<file path="src/rtl/mbist_pkg.sv">
package mbist_pkg;

    typedef enum logic [1:0] {
        FILL_RAND     = 2'b00,
        FILL_ADDR     = 2'b01,
        FILL_SHIFT    = 2'b10,
        FILL_ADDR_ALT = 2'b11
    } fill_mode_e;

    localparam int unsigned BYTE_W = 8;
    localparam int unsigned WORD_W = 16;

    // one step of the 8-bit Fibonacci register, taps 8,6,5,4
    function automatic logic [BYTE_W-1:0] lfsr_step(input logic [BYTE_W-1:0] s);
        return {s[6:0], s[7] ^ s[5] ^ s[4] ^ s[3]};
    endfunction

    function automatic logic [BYTE_W-1:0] rot_left(input logic [BYTE_W-1:0] v,
                                                   input logic [2:0] n);
        logic [2*BYTE_W-1:0] dbl;
        dbl = {v, v} << n;
        return dbl[2*BYTE_W-1:BYTE_W];
    endfunction

    // 16-bit add with end-around carry
    function automatic logic [WORD_W-1:0] ones_add(input logic [WORD_W-1:0] a,
                                                   input logic [WORD_W-1:0] b);
        logic [WORD_W:0] s;
        s = {1'b0, a} + {1'b0, b};
        return s[WORD_W-1:0] + {{(WORD_W-1){1'b0}}, s[WORD_W]};
    endfunction

    function automatic logic is_addr_mode(input fill_mode_e m);
        return (m == FILL_ADDR) || (m == FILL_ADDR_ALT);
    endfunction

endpackage

</file>
<file path="src/rtl/mbist_pattern_gen.sv">
module mbist_pattern_gen
    import mbist_pkg::*;
(
    input  logic              clk,
    input  logic              rst_n,
    input  logic              load_i,
    input  logic              adv_i,
    input  fill_mode_e        mode_i,
    input  logic [2:0]        shamt_i,
    input  logic [BYTE_W-1:0] seed_i,
    output logic [BYTE_W-1:0] pat_o,
    output logic [BYTE_W-1:0] next_o
);
    logic [BYTE_W-1:0] pat_d, pat_q;
    logic [BYTE_W-1:0] step;

    always_comb begin
        unique case (mode_i)
            FILL_RAND:  step = lfsr_step(pat_q);
            FILL_SHIFT: step = rot_left(pat_q, shamt_i);
            default:    step = pat_q;
        endcase
        pat_d = pat_q;
        if (load_i)     pat_d = seed_i;
        else if (adv_i) pat_d = step;
    end

    always_ff @(posedge clk) begin
        if (!rst_n) pat_q <= '0;
        else        pat_q <= pat_d;
    end

    assign pat_o  = pat_q;
    assign next_o = step;


    zero_seed_sticks_chk: assert property (@(posedge clk) disable iff (!rst_n)
        (adv_i && !load_i && mode_i == FILL_RAND && pat_q == '0) |=> (pat_q == '0));

endmodule

</file>
<file path="src/rtl/mbist_csum_acc.sv">
module mbist_csum_acc
    import mbist_pkg::*;
(
    input  logic              clk,
    input  logic              rst_n,
    input  logic              clr_i,
    input  logic              en_i,
    input  logic              odd_i,
    input  logic              last_i,
    input  logic [BYTE_W-1:0] byte_i,
    output logic [WORD_W-1:0] csum_o
);
    typedef struct packed {
        logic [BYTE_W-1:0] hi;
        logic [WORD_W-1:0] acc;
        logic [WORD_W-1:0] res;
    } acc_t;

    acc_t acc_d, acc_q;
    logic [WORD_W-1:0] summed;

    always_comb begin
        summed = ones_add(acc_q.acc, {acc_q.hi, byte_i});
        acc_d  = acc_q;
        if (clr_i) begin
            acc_d.acc = '0;
            acc_d.hi  = '0;
        end else if (en_i) begin
            if (!odd_i) begin
                acc_d.hi = byte_i;
            end else begin
                acc_d.acc = summed;
                if (last_i) acc_d.res = ~summed;
            end
        end
    end

    always_ff @(posedge clk) begin
        if (!rst_n) acc_q <= '0;
        else        acc_q <= acc_d;
    end

    assign csum_o = acc_q.res;


    even_byte_no_sum_chk: assert property (@(posedge clk) disable iff (!rst_n)
        (en_i && !odd_i && !clr_i) |=> $stable(acc_q.acc));


    result_only_on_last_chk: assert property (@(posedge clk) disable iff (!rst_n)
        !(en_i && last_i) |=> $stable(acc_q.res));

endmodule

</file>
<file path="src/rtl/mbist_port_mux.sv">
module mbist_port_mux
    import mbist_pkg::*;
#(
    parameter int unsigned ADDR_W  = 13,
    parameter int unsigned N_PORTS = 2
) (
    input  logic                      clk,
    input  logic                      rst_n,
    input  logic                      wr_i,
    input  logic                      sel_i,
    input  logic [ADDR_W-1:0]         addr_i,
    input  logic [BYTE_W-1:0]         data_i,
    output logic [N_PORTS-1:0]        we_o,
    output logic [N_PORTS-1:0][ADDR_W-1:0] addr_o,
    output logic [N_PORTS-1:0][BYTE_W-1:0] data_o
);
    for (genvar p = 0; p < N_PORTS; p++) begin : g_port
        assign we_o[p]   = wr_i && (sel_i == p[0]);
        assign addr_o[p] = addr_i;
        assign data_o[p] = data_i;
    end


    single_port_chk: assert property (@(posedge clk) disable iff (!rst_n)
        $onehot0(we_o));

endmodule

</file>
<file path="src/rtl/mbist_fill.sv">
module mbist_fill
    import mbist_pkg::*;
#(
    parameter int unsigned ADDR_W = 13
) (
    input  logic              clk,
    input  logic              rst_n,
    input  logic              test_en,
    input  logic              cfg_we,
    input  logic [1:0]        cfg_mode,
    input  logic [2:0]        cfg_shift,
    input  logic              cfg_port_sel,
    input  logic              seed_we,
    input  logic [7:0]        seed_wdata,
    input  logic              start_set,
    input  logic              start_clr,
    output logic              busy_o,
    output logic [7:0]        seed_o,
    output logic [15:0]       csum_o,
    output logic [ADDR_W-1:0] ram_a_addr,
    output logic [7:0]        ram_a_wdata,
    output logic              ram_a_we,
    output logic [ADDR_W-1:0] ram_b_addr,
    output logic [7:0]        ram_b_wdata,
    output logic              ram_b_we
);
    localparam logic [ADDR_W-1:0] LAST_ADDR = {ADDR_W{1'b1}};
    localparam int unsigned       N_PORTS   = 2;

    typedef struct packed {
        logic              busy;
        logic [ADDR_W-1:0] idx;
        fill_mode_e        mode;
        logic [2:0]        shamt;
        logic              psel;
        logic [BYTE_W-1:0] seed;
    } ctrl_t;

    ctrl_t ctrl_d, ctrl_q;

    logic              abort, launch, wr_en, last_wr;
    logic [BYTE_W-1:0] pat, pat_next, wr_byte;
    logic [N_PORTS-1:0]             p_we;
    logic [N_PORTS-1:0][ADDR_W-1:0] p_addr;
    logic [N_PORTS-1:0][BYTE_W-1:0] p_data;

    always_comb begin
        abort   = ctrl_q.busy && (start_clr || !test_en);
        launch  = !ctrl_q.busy && start_set && !start_clr && test_en;
        wr_en   = ctrl_q.busy && !abort;
        last_wr = wr_en && (ctrl_q.idx == LAST_ADDR);
        wr_byte = is_addr_mode(ctrl_q.mode) ? ctrl_q.idx[BYTE_W-1:0] : pat;

        ctrl_d = ctrl_q;
        if (!ctrl_q.busy && !launch) begin
            if (cfg_we) begin
                ctrl_d.mode  = fill_mode_e'(cfg_mode);
                ctrl_d.shamt = cfg_shift;
                ctrl_d.psel  = cfg_port_sel;
            end
            if (seed_we) ctrl_d.seed = seed_wdata;
        end
        if (launch) begin
            ctrl_d.busy = 1'b1;
            ctrl_d.idx  = '0;
        end
        if (wr_en) begin
            ctrl_d.idx = ctrl_q.idx + 1'b1;
            if (last_wr) begin
                ctrl_d.busy = 1'b0;
                if (ctrl_q.mode == FILL_RAND) ctrl_d.seed = pat_next;
            end
        end
        if (abort) ctrl_d.busy = 1'b0;
    end

    always_ff @(posedge clk) begin
        if (!rst_n) ctrl_q <= '{busy: 1'b0, idx: '0, mode: FILL_RAND,
                                shamt: 3'd0, psel: 1'b0, seed: '0};
        else        ctrl_q <= ctrl_d;
    end

    mbist_pattern_gen u_gen (
        .clk     (clk),
        .rst_n   (rst_n),
        .load_i  (launch),
        .adv_i   (wr_en),
        .mode_i  (ctrl_q.mode),
        .shamt_i (ctrl_q.shamt),
        .seed_i  (ctrl_q.seed),
        .pat_o   (pat),
        .next_o  (pat_next)
    );

    mbist_csum_acc u_csum (
        .clk    (clk),
        .rst_n  (rst_n),
        .clr_i  (launch),
        .en_i   (wr_en),
        .odd_i  (ctrl_q.idx[0]),
        .last_i (last_wr),
        .byte_i (wr_byte),
        .csum_o (csum_o)
    );

    mbist_port_mux #(.ADDR_W(ADDR_W), .N_PORTS(N_PORTS)) u_mux (
        .clk    (clk),
        .rst_n  (rst_n),
        .wr_i   (wr_en),
        .sel_i  (ctrl_q.psel),
        .addr_i (ctrl_q.idx),
        .data_i (wr_byte),
        .we_o   (p_we),
        .addr_o (p_addr),
        .data_o (p_data)
    );

    assign busy_o      = ctrl_q.busy;
    assign seed_o      = ctrl_q.seed;
    assign ram_a_we    = p_we[0];
    assign ram_a_addr  = p_addr[0];
    assign ram_a_wdata = p_data[0];
    assign ram_b_we    = p_we[1];
    assign ram_b_addr  = p_addr[1];
    assign ram_b_wdata = p_data[1];


    done_at_last_chk: assert property (@(posedge clk) disable iff (!rst_n)
        (ctrl_q.busy && ctrl_q.idx == LAST_ADDR) |=> !ctrl_q.busy);


    addr_data_chk: assert property (@(posedge clk) disable iff (!rst_n)
        ((ram_a_we || ram_b_we) && is_addr_mode(ctrl_q.mode))
            |-> (ram_a_wdata == ram_a_addr[BYTE_W-1:0]));


    cfg_frozen_chk: assert property (@(posedge clk) disable iff (!rst_n)
        (ctrl_q.busy && $past(ctrl_q.busy))
            |-> ($stable(ctrl_q.mode) && $stable(ctrl_q.shamt) && $stable(ctrl_q.psel)));


    abort_stops_chk: assert property (@(posedge clk) disable iff (!rst_n)
        (ctrl_q.busy && start_clr) |-> !(ram_a_we || ram_b_we));

endmodule

</file>
<file path="config.mk">
export PLATFORM = sky130hd
export DESIGN_NAME = mbist_fill
export DESIGN_NICKNAME = d
export VERILOG_FILES = /design/src/rtl/mbist_pkg.sv /design/src/rtl/mbist_pattern_gen.sv /design/src/rtl/mbist_csum_acc.sv /design/src/rtl/mbist_port_mux.sv /design/src/rtl/mbist_fill.sv
export SDC_FILE = /design/constraint.sdc
export NUM_CORES = 1
export LEC_CHECK = 0
export ABC_AREA = 0
export BUFFER_PORTS_ARGS = -buffer_cell sky130_fd_sc_hd__buf_2
export CORE_UTILIZATION = 62
export DETAILED_ROUTE_END_ITERATION = 7
export HOLD_SLACK_MARGIN = 0.15
export PLACE_DENSITY = 0.93
export SLEW_MARGIN = 5
export SYNTH_ARGS = -nofsm -noshare
export SYNTH_HDL_FRONTEND = slang
export SYNTH_HIERARCHICAL = 1
export SYNTH_SLANG_ARGS = --single-unit
</file>
<file path="constraint.sdc">
create_clock -name clk -period 10.5 [get_ports clk]
set_input_delay 0.525 -clock clk [delete_from_list [all_inputs] [get_ports clk]]
set_output_delay 0.525 -clock clk [all_outputs]
set_load 0.05 [all_outputs]
</file>
Word level (Yosys, flattened, before mapping) --
Index checks and enable logic that the tools add are counted.
Operators by class: bitwise operators 8, reductions and logical operators 24, muxes and demuxes 12, eq/ne operators 4, $add $sub $neg 3, shift operators 1
Operator list (number):
- 2-to-1 mux 8 bit | 8
- 2-to-1 mux 14 bit | 2
- adder 16 x 16 -> 17 bit | 1
- adder 16 x 1 -> 16 bit | 1
- NOT 16 bit | 1
- case mux 8 bit (2 select lines) | 1
- << shifter 16 x 3 -> 16 bit | 1
- adder 13 x 1 -> 13 bit (second input constant) | 1
- == test 13 bit (second input constant) | 1
- logical AND 1 bit | 9
- AND reduction 2 bit | 3
- logical NOT 1 bit | 5
- == test 2 bit (second input constant) | 2
- NOT 1 bit | 4
- AND reduction 4 bit | 1
- OR reduction 2 bit | 2
- bitwise XOR 1 bit | 3
- == test 2 x 1 -> 1 bit (second input constant) | 1
- logical NOT 2 bit | 1
- logical OR 1 bit | 2
- nonzero test 2 bit | 1
- 2-to-1 mux 1 bit | 1
Storage, ports and cells: flip-flop bits (word level) 76, input bits 21, logic and storage cells 62

Logic depth before layout (Yosys ltp) --
Gate-level depths: netlist of the first run.
word-level depth 10, mapped depth 20

Modules after synthesis --
Netlist of the first run, hierarchy kept.
By module, submodules not included:
- mbist_csum_acc | times used 1, area each 2820.2 µm², cells each 339, sequential area each 800.8 µm²
- mbist_fill | times used 1, area each 1557.7 µm², cells each 181, sequential area each 560.5 µm²
- mbist_pattern_gen | times used 1, area each 850.8 µm², cells each 118, sequential area each 160.2 µm²
- mbist_port_mux | times used 1, area each 331.6 µm², cells each 44, sequential area each 0.0 µm²

Worst setup path before layout of the first run --
No wires, ideal clock.
path kind reg2reg, from register ctrl_q[12] (netlist name), to register u_csum/acc_q[30] (netlist name), data required time 10421 ps, path buffers 1, data arrival time 4527 ps, setup time 79 ps, setup slack 5894 ps, period minus slack after synthesis 4606 ps, stages on the path, launching flop included 20, path through dfxtp_1 -> clkbuf_1 -> mux2_2 -> ha_1 -> a211oi_2 -> o31a_1 -> a211oi_1 -> o41ai_1 -> nor2_1 -> o21ai_0 -> nand2b_1 -> ha_1 -> ha_1 -> nand2_1 -> inv_1 -> nand3_2 -> or4_4 -> or4b_1 -> xor2_1 -> a211oi_2
On the way: longest elaborated chain between the ends 5
RTL lines:
- start, declared | line mbist_fill.sv:39 | ctrl_t ctrl_d, ctrl_q;
- start signal, assigned | line mbist_fill.sv:78 | if (!rst_n) ctrl_q <= '{busy: 1'b0, idx: '0, mode: FILL_RAND,
- start signal, assigned | line mbist_fill.sv:80 | else ctrl_q <= ctrl_d;
- == test 2 x 1 -> 1 bit / == test 2 bit (equally long branches) | line mbist_pkg.sv:34 | return (m == FILL_ADDR) || (m == FILL_ADDR_ALT);
- logical OR 1 bit * | line mbist_pkg.sv:34
- 2-to-1 mux 8 bit * | line mbist_fill.sv:52 | wr_byte = is_addr_mode(ctrl_q.mode) ? ctrl_q.idx[BYTE_W-1:0] : pat;
- via wr_byte[2] | line mbist_fill.sv:42 | logic [BYTE_W-1:0] pat, pat_next, wr_byte;
- adder 16 x 16 -> 17 bit * | line mbist_pkg.sv:29 | s = {1'b0, a} + {1'b0, b};
- adder 16 x 1 -> 16 bit * | line mbist_pkg.sv:30 | return s[WORD_W-1:0] + {{(WORD_W-1){1'b0}}, s[WORD_W]};
- end signal, assigned | line mbist_csum_acc.sv:39 | if (!rst_n) acc_q <= '0;
- end signal, assigned | line mbist_csum_acc.sv:40 | else acc_q <= acc_d;
- end, declared | line mbist_csum_acc.sv:19 | acc_t acc_d, acc_q;
The timed path passes the listed nets; every way through them passes the cells marked *. A chain may end at the register's enable or synchronous reset.

Worst setup path in the final report of the first run --
from register ctrl_q[12] (netlist name), to register u_csum/acc_q[30] (netlist name)
On the way: longest elaborated chain between the ends 5
RTL lines (line):
- == test 2 x 1 -> 1 bit / == test 2 bit (equally long branches) | mbist_pkg.sv:34
- logical OR 1 bit * | mbist_pkg.sv:34
- 2-to-1 mux 8 bit * | mbist_fill.sv:52
- adder 16 x 16 -> 17 bit * | mbist_pkg.sv:29
- adder 16 x 1 -> 16 bit * | mbist_pkg.sv:30
Every way passes the cells marked *; elsewhere a longest branch is shown, timed or not.

==> results of run 1 <==
[worst max-delay path: stages (launching register included)]
cell	delay, ns
dfxtp_1	0.98
mux2_2	0.46
ha_1	0.39
nand2_1	0.11
o31a_1	0.39
a211oi_1	0.48
o41ai_1	0.19
nor2_1	0.11
o21ai_0	0.08
nand2b_1	0.11
ha_1	0.17
ha_1	0.17
nand2_1	0.07
inv_1	0.11
nand3_2	0.11
or4_4	0.56
or4b_1	0.53
xor2_1	0.18
a211oi_2	0.22
[metal layers]
metal,up-vias,GRT usage (%),routed length [µm],share of wire [%]
met5,-,0,0,0
met2,336,49.57,6622,46
met1,2409,40.21,6031,42
met3,57,6.647,1410,9.7
met4,0,14.35,466,3.2
li1,2384,-,-,-
[where the power goes]
group / total (mW) / internal [mW] / switching [mW]
logic: 0.0714 / 0.0250 / 0.0463
clock network: 0.234 / 0.111 / 0.123
registers: 0.301 / 0.293 / 0.00843
[layout make-up]
class                           instances  area [µm²]  share of cell area, %
Multi-Input combinational cell        492        3304                  58.26
Inverter                               14       52.55                 0.9265
Timing Repair Buffer                   91       460.4                  8.118
Clock buffer                            9       123.9                  2.184
Tap cell                              108       135.1                  2.383
Sequential cell                        76        1521                  26.83
Clock inverter                          7       73.82                  1.302
[metrics by stage]
| step | cell area (µm²) | worst slack (ns) | util [%] | instances | total power, mW |
|---|---|---|---|---|---|
| 6_report | 5672 | 4.997 | 65.04 | 797 | 0.6068 |
| 2_1_floorplan | 5560 | 5.894 | - | 682 | 0.3652 |
| 3_5_place_dp | 5474 | 5.117 | 62.77 | 781 | 0.3762 |
| 5_1_grt | 5672 | 4.658 | 65.04 | 797 | 0.6253 |
| 4_1_cts | 5672 | 5.074 | 65.04 | 797 | 0.6053 |
| 3_3_place_gp | 5474 | 5.388 | 62.77 | 781 | 0.3734 |
[worst max path at each step]
stage | end | slack [ns] | depth (start not counted)
final | u_csum/acc_q[30]$_SDFFE_PP0P_ | 5.00 | 18
after floorplan | u_csum/acc_q[30]$_SDFFE_PP0P_ | 5.89 | 19
after CTS | u_csum/acc_q[30]$_SDFFE_PP0P_ | 5.07 | 18
after global routing | u_csum/acc_q[30]$_SDFFE_PP0P_ | 4.66 | 18
after global placement | u_csum/acc_q[30]$_SDFFE_PP0P_ | 5.39 | 18
after detailed placement | u_csum/acc_q[30]$_SDFFE_PP0P_ | 5.12 | 18
[cells in the final DEF (no fill, tap or decap), drive strengths merged, types with 6 or more instances in the layout]
| cell | netlist | routed |
|---|---|---|
| nor3 | 16 | 16 |
| a311o | 6 | 6 |
| nand3b | 6 | 6 |
| o22ai | 7 | 7 |
| inv | 13 | 15 |
| a211oi | 13 | 13 |
| nor4 | 6 | 6 |
| mux2 | 12 | 12 |
| nand2b | 11 | 11 |
| clkbuf | 26 | 9 |
| buf | 74 | 91 |
| mux2i | 23 | 23 |
| a21boi | 18 | 18 |
| dfxtp | 76 | 76 |
| o21ai | 20 | 20 |
| and3 | 13 | 13 |
| and2 | 13 | 13 |
| a21oi | 34 | 34 |
| xnor2 | 15 | 15 |
| nor2 | 55 | 55 |
| nor2b | 12 | 12 |
| xor2 | 11 | 11 |
| nand3 | 28 | 28 |
| nand2 | 67 | 67 |
| a22oi | 9 | 9 |
| nor3b | 11 | 11 |
| ha | 19 | 19 |
[kinds of logic (layout without fill, tap and decap cells)]
| kind of cell | count (synthesis) | after routing |
|---|---|---|
| buffers and inverters | 114 | 121 |
| multiplexers | 35 | 35 |
| adder cells (fa/ha/maj) | 20 | 20 |
| XOR/XNOR | 26 | 26 |
| flip-flops | 76 | 76 |
| AND/OR/NAND/NOR | 258 | 258 |
| AO/OA/AOI/OAI | 153 | 153 |
[state kept, by name, indices dropped and copies added, names as in the netlist]
register / cells
u_csum/acc_q: 24
seed_o: 8
ctrl_q: 19
busy_o: 1
u_csum/csum_o: 16
u_gen/pat_o: 8
==> run metrics, run 1 <==
syn_nets=723; Hold Startpoint=cfg_shift[2]; crit path launch=ctrl_q[12]$_SDFFE_PN0P_; Routability Congestion=0.9745; Syn Inst Count=682; CTS sink cnt=76; Routed WL=14530 µm; largest area contributor in the netlist=dfxtp_1; post-synthesis xor/xnor area fraction=4.095%; hold path endpoint=ctrl_q[11]$_SDFFE_PN0P_; worst r2r src=ctrl_q[12]$_SDFFE_PN0P_; Compound-Gate Fraction of Synth Area=19.78%; Rows=34; WL/cell=18.23 µm; layout cell share with drive strength beyond 1=20.61%; DRT iter0 DRCs=414; CP endpoint kind=flip-flop; insertion delay to the later sink of the worst-skew pair=0.36 ns; PD cells=107.0 mW/mm²; Hold Path Cell Cnt=3; Min-Delay Path Class=in -> reg; CP startpoint kind=flip-flop; VDD IR-drop max=0.00009626 V; IO Port Bufs=89; nets@finish=725; Post-Synth Simple-Gate Area=24.35%; worst-margin pin slew=1.051 ns; asr flop ratio synth=0%; Post-synth EDFFs=0; Post-Synth Adder-Cell Area=4.635%; Post-synth top cells=dfxtp_1, nand2_1, buf_4; Clock transition at path regs=0.10 ns; global-route wire length before repair=23990 µm; CP required=10.76 ns; vias in the first global route=4948; DRC viols=1; Initial DRT Pass Iterations=8; RSZ-0062 raised after global routing=no; Distinct cells, synth=78; mapped cell area=0.005560 mm²; cts repair resizes=0; Num CTS Buffers=9; LEAKAGE=2.372 nW; Area Overhead vs Synth=2.003%; Post-CTS Repair Setup Buffers=0; fmax=181.7 MHz; Tmin final=5.503 ns; initial antenna violation count=0; Crit path arrival time=5.76 ns; Setup CP Type=reg -> reg; via count=5186; Mean Syn Cell Area=8.153 µm²; synth top area cells=dfxtp_1, buf_4, nand2_1; post-route ant nets=0; most numerous cell in the Yosys netlist=dfxtp_1; gr usage total=31.11%; CP max FO=28; GRT Residual Overflow=0; violated checks=DRC; Synth Flop Type=dfxtp_1; setup tns final=0 ns; die width=96.70 µm; Critical R2R Capture=u_csum/acc_q[30]$_SDFFE_PP0P_; cts hold-fix bufs=0; diode count=0; Via-to-Cell Ratio=6.507; register area share after synthesis=27.36%; hold slack=0.3967 ns; H-Tree Depth=3; max_cap viols=0; Core Footprint=0.008721 mm²; mux cell area share after synthesis=6.571%; status=complete, but fails checks; clk_skew=0.01137 ns; Die ar.=0.009351 mm²; Final Slew Violations=0; reg-to-reg slack, setup=5.00 ns; share of the synthesized area in the top cell type=27.36%; Syn. warnings=6; largest family of logic cells by synthesized area=simple AND/OR/NAND/NOR gates; flop and latch count out of synthesis=76; Die Ht=96.70 µm; io pins=90; Final Cycle Share=52.41%; post-DP HPWL=10510 µm; largest net degree at the start of global routing=39; Initial Utilization=63.76%; fillers=694; max_slew headroom=29.93%; final setup fails=0; FF-to-FF path depth=18; CTS Buffer Depth=2; CTS root buf=clkbuf_8; final hold violations=0; clock tree from TritonCTS=yes
Note: power is estimated with default switching activity, not from simulation.
==> run 2: changes to the inputs <==
Settings changed: CORE_UTILIZATION 62 to 52, PLACE_DENSITY 0.93 to 0.84.
Clock period 10.5 ns to 4.9 ns, I/O delays scaled along.
==> run 2 against run 1 <==
Effect of this change: the run now ends clean; critical path depth stayed put; flip-flop and latch count stayed put; non-clock buffer count rose by 12; total power grew 120%; routed wire length increased by 0.37%; clock skew decreased by 0.0026 ns; largest cell class unchanged.
==> run metrics, run 2 (same netlist as run 1, synthesis figures left out) <==
status=completed (was complete, but fails checks); Initial DRT Pass Iterations=5 (was 8); max_cap viols=0 (unchanged); worst-margin pin slew=1.058 ns (was 1.051 ns); PD cells=231.1 mW/mm² (was 107.0 mW/mm²); final hold violations=0 (unchanged); Tmin final=4.599 ns (was 5.503 ns); max_slew headroom=29.49% (was 29.93%); Power Internal=0.9865 mW (was 0.4288 mW); CTS sink cnt=76 (unchanged); Clock transition at path regs=0.08 ns (was 0.10 ns); layout cell share with drive strength beyond 1=21.40% (was 20.61%); clk_skew=0.008742 ns (was 0.01137 ns); vias in the first global route=4826 (was 4948); diode count=0 (unchanged); clock tree from TritonCTS=yes (unchanged); WL/cell=17.42 µm (was 18.23 µm); Min-Delay Path Class=in -> reg (unchanged); Routed WL=14580 µm (was 14530 µm); combinational power share=11.7% (was 11.8%); GRT Residual Overflow=0 (unchanged); Core Footprint=0.01032 mm² (was 0.008721 mm²); IO Port Bufs=89 (unchanged); RSZ-0062 raised after global routing=no (unchanged); commonest non-fill, non-tap cell in the layout=buf_2 (unchanged); Routability Congestion=0.9230 (was 0.9745); Final Slew Violations=0 (unchanged); CP Cell Sequence=mux2_2 > ha_1 > a211oi_2 > o31a_1 > a211oi_2 > o41ai_1 > nor2_1 > o21ai_0 > nand2b_1 > ha_1 > ha_1 > nand2_1 > inv_1 > nand3_2 > or4_4 > or4b_1 > xor2_1 > a211oi_2 (was mux2_2 > ha_1 > nand2_1 > o31a_1 > a211oi_1 > o41ai_1 > nor2_1 > o21ai_0 > nand2b_1 > ha_1 > ha_1 > nand2_1 > inv_1 > nand3_2 > or4_4 > or4b_1 > xor2_1 > a211oi_2); Via-to-Cell Ratio=6.096 (was 6.507); final setup fails=0 (unchanged); DRC viols=0 (was 1); CTS Buffer Depth=2 (unchanged); Post-CTS Repair Setup Buffers=0 (unchanged); Most flops, register=u_csum/acc_q (unchanged); FF-to-FF path depth=18 (unchanged); reg-to-reg slack, setup=0.30 ns (was 5.00 ns); fmax=217.4 MHz (was 181.7 MHz); Hold Startpoint=cfg_mode[0] (was cfg_shift[2]); CTS root buf=clkbuf_8 (unchanged); setup tns final=0 ns (unchanged); Crit path arrival time=4.87 ns (was 5.76 ns); Rows=37 (was 34); Area Overhead vs Synth=5.085% (was 2.003%); slowest CP cell=or4_4 (was dfxtp_1); CP startpoint kind=flip-flop (unchanged); Initial Utilization=53.86% (was 63.76%); global-route wire length before repair=23580 µm (was 23990 µm); LEAKAGE=2.435 nW (was 2.372 nW); DRT iter0 DRCs=472 (was 414); Critical R2R Capture=u_csum/acc_q[30]$_SDFFE_PP0P_ (unchanged); insertion delay to the later sink of the worst-skew pair=0.36 ns (about the same); most frequent cells in the layout=buf_2, dfxtp_1, nand2_1 (unchanged); hold path endpoint=ctrl_q[12]$_SDFFE_PN0P_ (was ctrl_q[11]$_SDFFE_PN0P_); VDD IR-drop max=0.0001109 V (was 0.00009626 V); CP required=5.17 ns (was 10.76 ns); Flop pwr share=47.5% (was 49.6%); CP endpoint kind=flip-flop (unchanged); largest net degree at the start of global routing=39 (unchanged); H-Tree Depth=3 (unchanged); Die Ht=105.4 µm (was 96.70 µm); gr usage total=26.57% (was 31.11%); post-DP HPWL=10730 µm (was 10510 µm); io pins=90 (unchanged); CP max stage delay=0.58 ns (was 0.98 ns); max reg flops=24 (unchanged); initial antenna violation count=0 (unchanged); worst r2r src=ctrl_q[12]$_SDFFE_PN0P_ (unchanged); nets@finish=737 (was 725); Hold Path Cell Cnt=3 (unchanged); Die ar.=0.01111 mm² (was 0.009351 mm²); post-route ant nets=0 (unchanged); Clk pwr share=40.8% (was 38.6%); die width=105.4 µm (was 96.70 µm); Final Cycle Share=93.86% (was 52.41%); Setup CP Type=reg -> reg (unchanged); CP max FO=8 (was 28); hold slack=0.1756 ns (was 0.3967 ns); Switch Pwr=0.3636 mW (was 0.1781 mW); via count=5102 (was 5186); Num CTS Buffers=9 (unchanged); switching part of the total=26.93% (was 29.34%)
## run 2: worst max-delay path by stage
stage,start,end,slack [ns]
after detailed placement,ctrl_q[12]$_SDFFE_PN0P_,u_csum/acc_q[30]$_SDFFE_PP0P_,0.23
after global placement,ctrl_q[12]$_SDFFE_PN0P_,u_csum/acc_q[30]$_SDFFE_PP0P_,0.42
after global routing,ctrl_q[12]$_SDFFE_PN0P_,u_csum/acc_q[31]$_SDFFE_PP0P_,0.08
after floorplan,ctrl_q[12]$_SDFFE_PN0P_,u_csum/acc_q[30]$_SDFFE_PP0P_,0.29
after CTS,ctrl_q[12]$_SDFFE_PN0P_,u_csum/acc_q[30]$_SDFFE_PP0P_,0.17
final,ctrl_q[12]$_SDFFE_PN0P_,u_csum/acc_q[30]$_SDFFE_PP0P_,0.30
## run 2: timing repair
action | in CTS | in global routing
hold buffers | 5 | 0
setup endpoints to repair | 0 | 5
resized for setup | 0 | 2
endpoints found under the hold margin | 5 | 0
## run 2: stage by stage
stage | instances | power (mW) | util (%) | area (µm²) | worst slack (ns)
after floorplan | 682 | 0.7825 | - | 5560 | 0.2941
after global placement | 816 | 0.8037 | 53.87 | 5562 | 0.4160
after detailed placement | 816 | 0.8072 | 53.87 | 5562 | 0.2288
after CTS | 837 | 1.356 | 56.54 | 5837 | 0.1748
after global routing | 837 | 1.396 | 56.60 | 5843 | 0.07545
final | 837 | 1.350 | 56.60 | 5843 | 0.3010
## run 2: worst max-delay path, delay by kind of cell (launching register included)
family | cells | cell delay, ns
buf+inv | 1 | 0.11
xor+xnor | 1 | 0.17
flops | 1 | 0.43
mux | 1 | 0.40
fa+ha+maj | 3 | 0.74
compound gates | 6 | 1.16
simple gates | 6 | 1.49
## run 2: layout make-up
cell class              count  area, µm²
repair buffers            103      563.0
multi-input cells         492       3309
inverters                  14      52.55
clock buffers              11      141.4
fillers                   901       4481
clock inverters             5      83.83
well taps                 136      170.2
flip-flops and latches     76       1523
## run 2: power by group through the flow
stage               registers [mW]  logic, mW  clock network [mW]
CTS                          0.641      0.155               0.560
global placement             0.655      0.149                   0
floorplan                    0.649      0.133                   0
global route                 0.643      0.170               0.583
detailed placement           0.656      0.152                   0
finish                       0.642      0.158               0.550
## run 2: layer usage
layer  global-route usage (%)  wire length, µm  up-vias
met3                    5.875              984       34
met5                   0.9524                0        -
met4                    12.98              363        0
li1                         -                -     2403
met2                    42.67             6895      213
met1                    33.51             6341     2452
==> run 3: changes to the inputs <==
Settings changed: MAX_ROUTING_LAYER from default to met4.
==> run 3 against run 2 <==
Effect of this change: flip-flop and latch count stayed put; cell count unchanged; global-route usage rose by 0.50 points; utilization barely moved; combinational power about the same; final area barely moved; sequential power barely moved; hold slack worse by 0.010 ns; critical path depth stayed put; largest cell class unchanged; largest power group unchanged; highest routed layer unchanged.
==> run metrics, run 3 (same netlist as run 1, synthesis figures left out) <==
CP startpoint kind=flip-flop (unchanged); Place WS=0.2738 ns (was 0.2288 ns); Initial DRT Pass Iterations=6 (was 5); insertion delay to the later sink of the worst-skew pair=0.37 ns (was 0.36 ns); status=completed (unchanged); CP endpoint kind=flip-flop (unchanged); WL/cell=17.18 µm (was 17.42 µm); placed cell area=0.005562 mm² (unchanged); CTS root buf=clkbuf_8 (unchanged); layout cell share with drive strength beyond 1=21.40% (unchanged); max_slew headroom=32.00% (was 29.49%); io pins=90 (unchanged); post-DP HPWL=10640 µm (was 10730 µm); global-route wire length before repair=23360 µm (was 23580 µm); GRT Residual Overflow=0 (unchanged); Setup CP Type=reg -> reg (unchanged); H-Tree Depth=3 (unchanged); CP required=5.18 ns (was 5.17 ns); CP Cell Sequence=mux2_2 > ha_1 > a211oi_2 > o31a_1 > a211oi_1 > o41ai_1 > nor2_1 > o21ai_0 > nand2b_1 > ha_1 > ha_1 > nand2_1 > inv_1 > nand3_2 > or4_4 > or4b_1 > xor2_1 > a211oi_2 (was mux2_2 > ha_1 > a211oi_2 > o31a_1 > a211oi_2 > o41ai_1 > nor2_1 > o21ai_0 > nand2b_1 > ha_1 > ha_1 > nand2_1 > inv_1 > nand3_2 > or4_4 > or4b_1 > xor2_1 > a211oi_2); post-route ant nets=0 (unchanged); PD cells=231.2 mW/mm² (was 231.1 mW/mm²); DRT iter0 DRCs=446 (was 472); Die ar.=0.01111 mm² (unchanged); Tmin final=4.610 ns (was 4.599 ns); clock tree from TritonCTS=yes (unchanged); Final Cycle Share=94.08% (was 93.86%); vias in the first global route=4808 (was 4826); die width=105.4 µm (unchanged); Setup WS post-layout=0.2903 ns (was 0.3010 ns); max_cap viols=0 (unchanged); nets@finish=737 (unchanged); Worst path top cell family by delay=simple AND/OR/NAND/NOR gates (unchanged); Crit path top cell by count=ha_1; Routed WL=14380 µm (was 14580 µm); via count=5035 (was 5102); largest net degree at the start of global routing=39 (unchanged); Min-Delay Path Class=in -> reg (unchanged); slowest CP cell=or4_4 (unchanged); Area Overhead vs Synth=4.996% (was 5.085%); initial antenna violation count=0 (unchanged); VDD IR-drop max=0.0001397 V (was 0.0001109 V); diode count=0 (unchanged); CP max stage delay=0.56 ns (was 0.58 ns); fmax=216.9 MHz (was 217.4 MHz); DRC viols=0 (unchanged); LEAKAGE=2.445 nW (was 2.435 nW); hold slack=0.1657 ns (was 0.1756 ns); clk_skew=0.01090 ns (was 0.008742 ns); setup tns final=0 ns (unchanged); Die Ht=105.4 µm (unchanged); Initial Utilization=53.86% (unchanged); RSZ-0062 raised after global routing=no (unchanged); final hold violations=0 (unchanged); Routability Congestion=0.9235 (was 0.9230); worst-margin pin slew=1.020 ns (was 1.058 ns); Core Footprint=0.01032 mm² (unchanged); max reg flops=24 (unchanged); Crit path arrival time=4.89 ns (was 4.87 ns); Final Slew Violations=0 (unchanged); CTS sink cnt=76 (unchanged); Num CTS Buffers=9 (unchanged); CP max FO=8 (unchanged); Layout Cell Area excl Fill=0.005838 mm² (was 0.005843 mm²); Most flops, register=u_csum/acc_q (unchanged); Rows=37 (unchanged); gr usage total=27.07% (was 26.57%); CP Buf/Inv Count=1 (unchanged); CTS Buffer Depth=2 (unchanged); most frequent cells in the layout=buf_2, dfxtp_1, nand2_1 (unchanged); commonest non-fill, non-tap cell in the layout=buf_2 (unchanged); Via-to-Cell Ratio=6.016 (was 6.096); Post-CTS Repair Setup Buffers=0 (unchanged); fillers=892 (was 901); IO Port Bufs=89 (unchanged); final setup fails=0 (unchanged); Clock transition at path regs=0.09 ns (was 0.08 ns); final core utilization=56.55% (was 56.60%)
## run 3: cell count changes in the layout (fill, tap and decap cells not counted), sizes merged
cell      before  now
clkbuf        11   10
clkinv         1    5
clkinvlp       2    0
inv           14   13
## run 3: metrics by stage
step | cells | power [mW]
after floorplan | 682 | 0.7825
after global placement | 816 | 0.8037
after detailed placement | 816 | 0.8075
after CTS | 837 | 1.353
after global routing | 837 | 1.397
final | 837 | 1.350
## run 3: power breakdown
part / leakage (nW) / internal (mW) / switching (mW) / total [mW]
clock network: 0.116 / 0.301 / 0.250 / 0.551
logic: 1.71 / 0.0569 / 0.100 / 0.157
registers: 0.615 / 0.627 / 0.0143 / 0.641
total: 2.45 / 0.985 / 0.365 / 1.35
## run 3: final timing paths
kind                                                     from                       endpoint  slack (ns)  depth (start not counted)
worst min-delay path                              cfg_mode[0]        ctrl_q[12]$_SDFFE_PN0P_        0.17                          3
worst max register to register        ctrl_q[12]$_SDFFE_PN0P_  u_csum/acc_q[30]$_SDFFE_PP0P_        0.29                         18
worst max-delay path                  ctrl_q[12]$_SDFFE_PN0P_  u_csum/acc_q[30]$_SDFFE_PP0P_        0.29                         18
worst min register to register  u_csum/acc_q[23]$_SDFFE_PP0P_  u_csum/acc_q[23]$_SDFFE_PP0P_        0.47                          2
## run 3: final cells by class
type / instances / area (µm²) / area share [%]
clock buffers: 10 / 137.6 / 2.357
clock inverters: 6 / 87.58 / 1.500
inverters: 14 / 52.55 / 0.9001
multi-input cells: 492 / 3304 / 56.60
flip-flops and latches: 76 / 1523 / 26.08
well taps: 136 / 170.2 / 2.915
repair buffers: 103 / 563.0 / 9.644
## run 3: routing by layer
layer,routed length (µm),track usage [%],vias to the layer above
li1,-,-,2402
met1,6168,33.61,2386
met2,6810,42.81,205
met3,957,4.886,42
met4,445,12.27,0
met5,0,-,-
## run 3: what timing repair did
| item | CTS | global route |
|---|---|---|
| gates resized for setup | 0 | 1 |
| hold buffers | 5 | 0 |
| endpoints found under the hold margin | 5 | 0 |
| endpoints found under the setup margin | 0 | 1 |
## run 3: worst reg2reg max path, stage by stage (launching register included)
cell and delay, ns:
dfxtp_2 0.43, mux2_2 0.40, ha_1 0.37, a211oi_2 0.12
o31a_1 0.31, a211oi_1 0.35, o41ai_1 0.15, nor2_1 0.10
o21ai_0 0.07, nand2b_1 0.10, ha_1 0.17, ha_1 0.17
nand2_1 0.05, inv_1 0.11, nand3_2 0.12, or4_4 0.56
or4b_1 0.54, xor2_1 0.18, a211oi_2 0.24
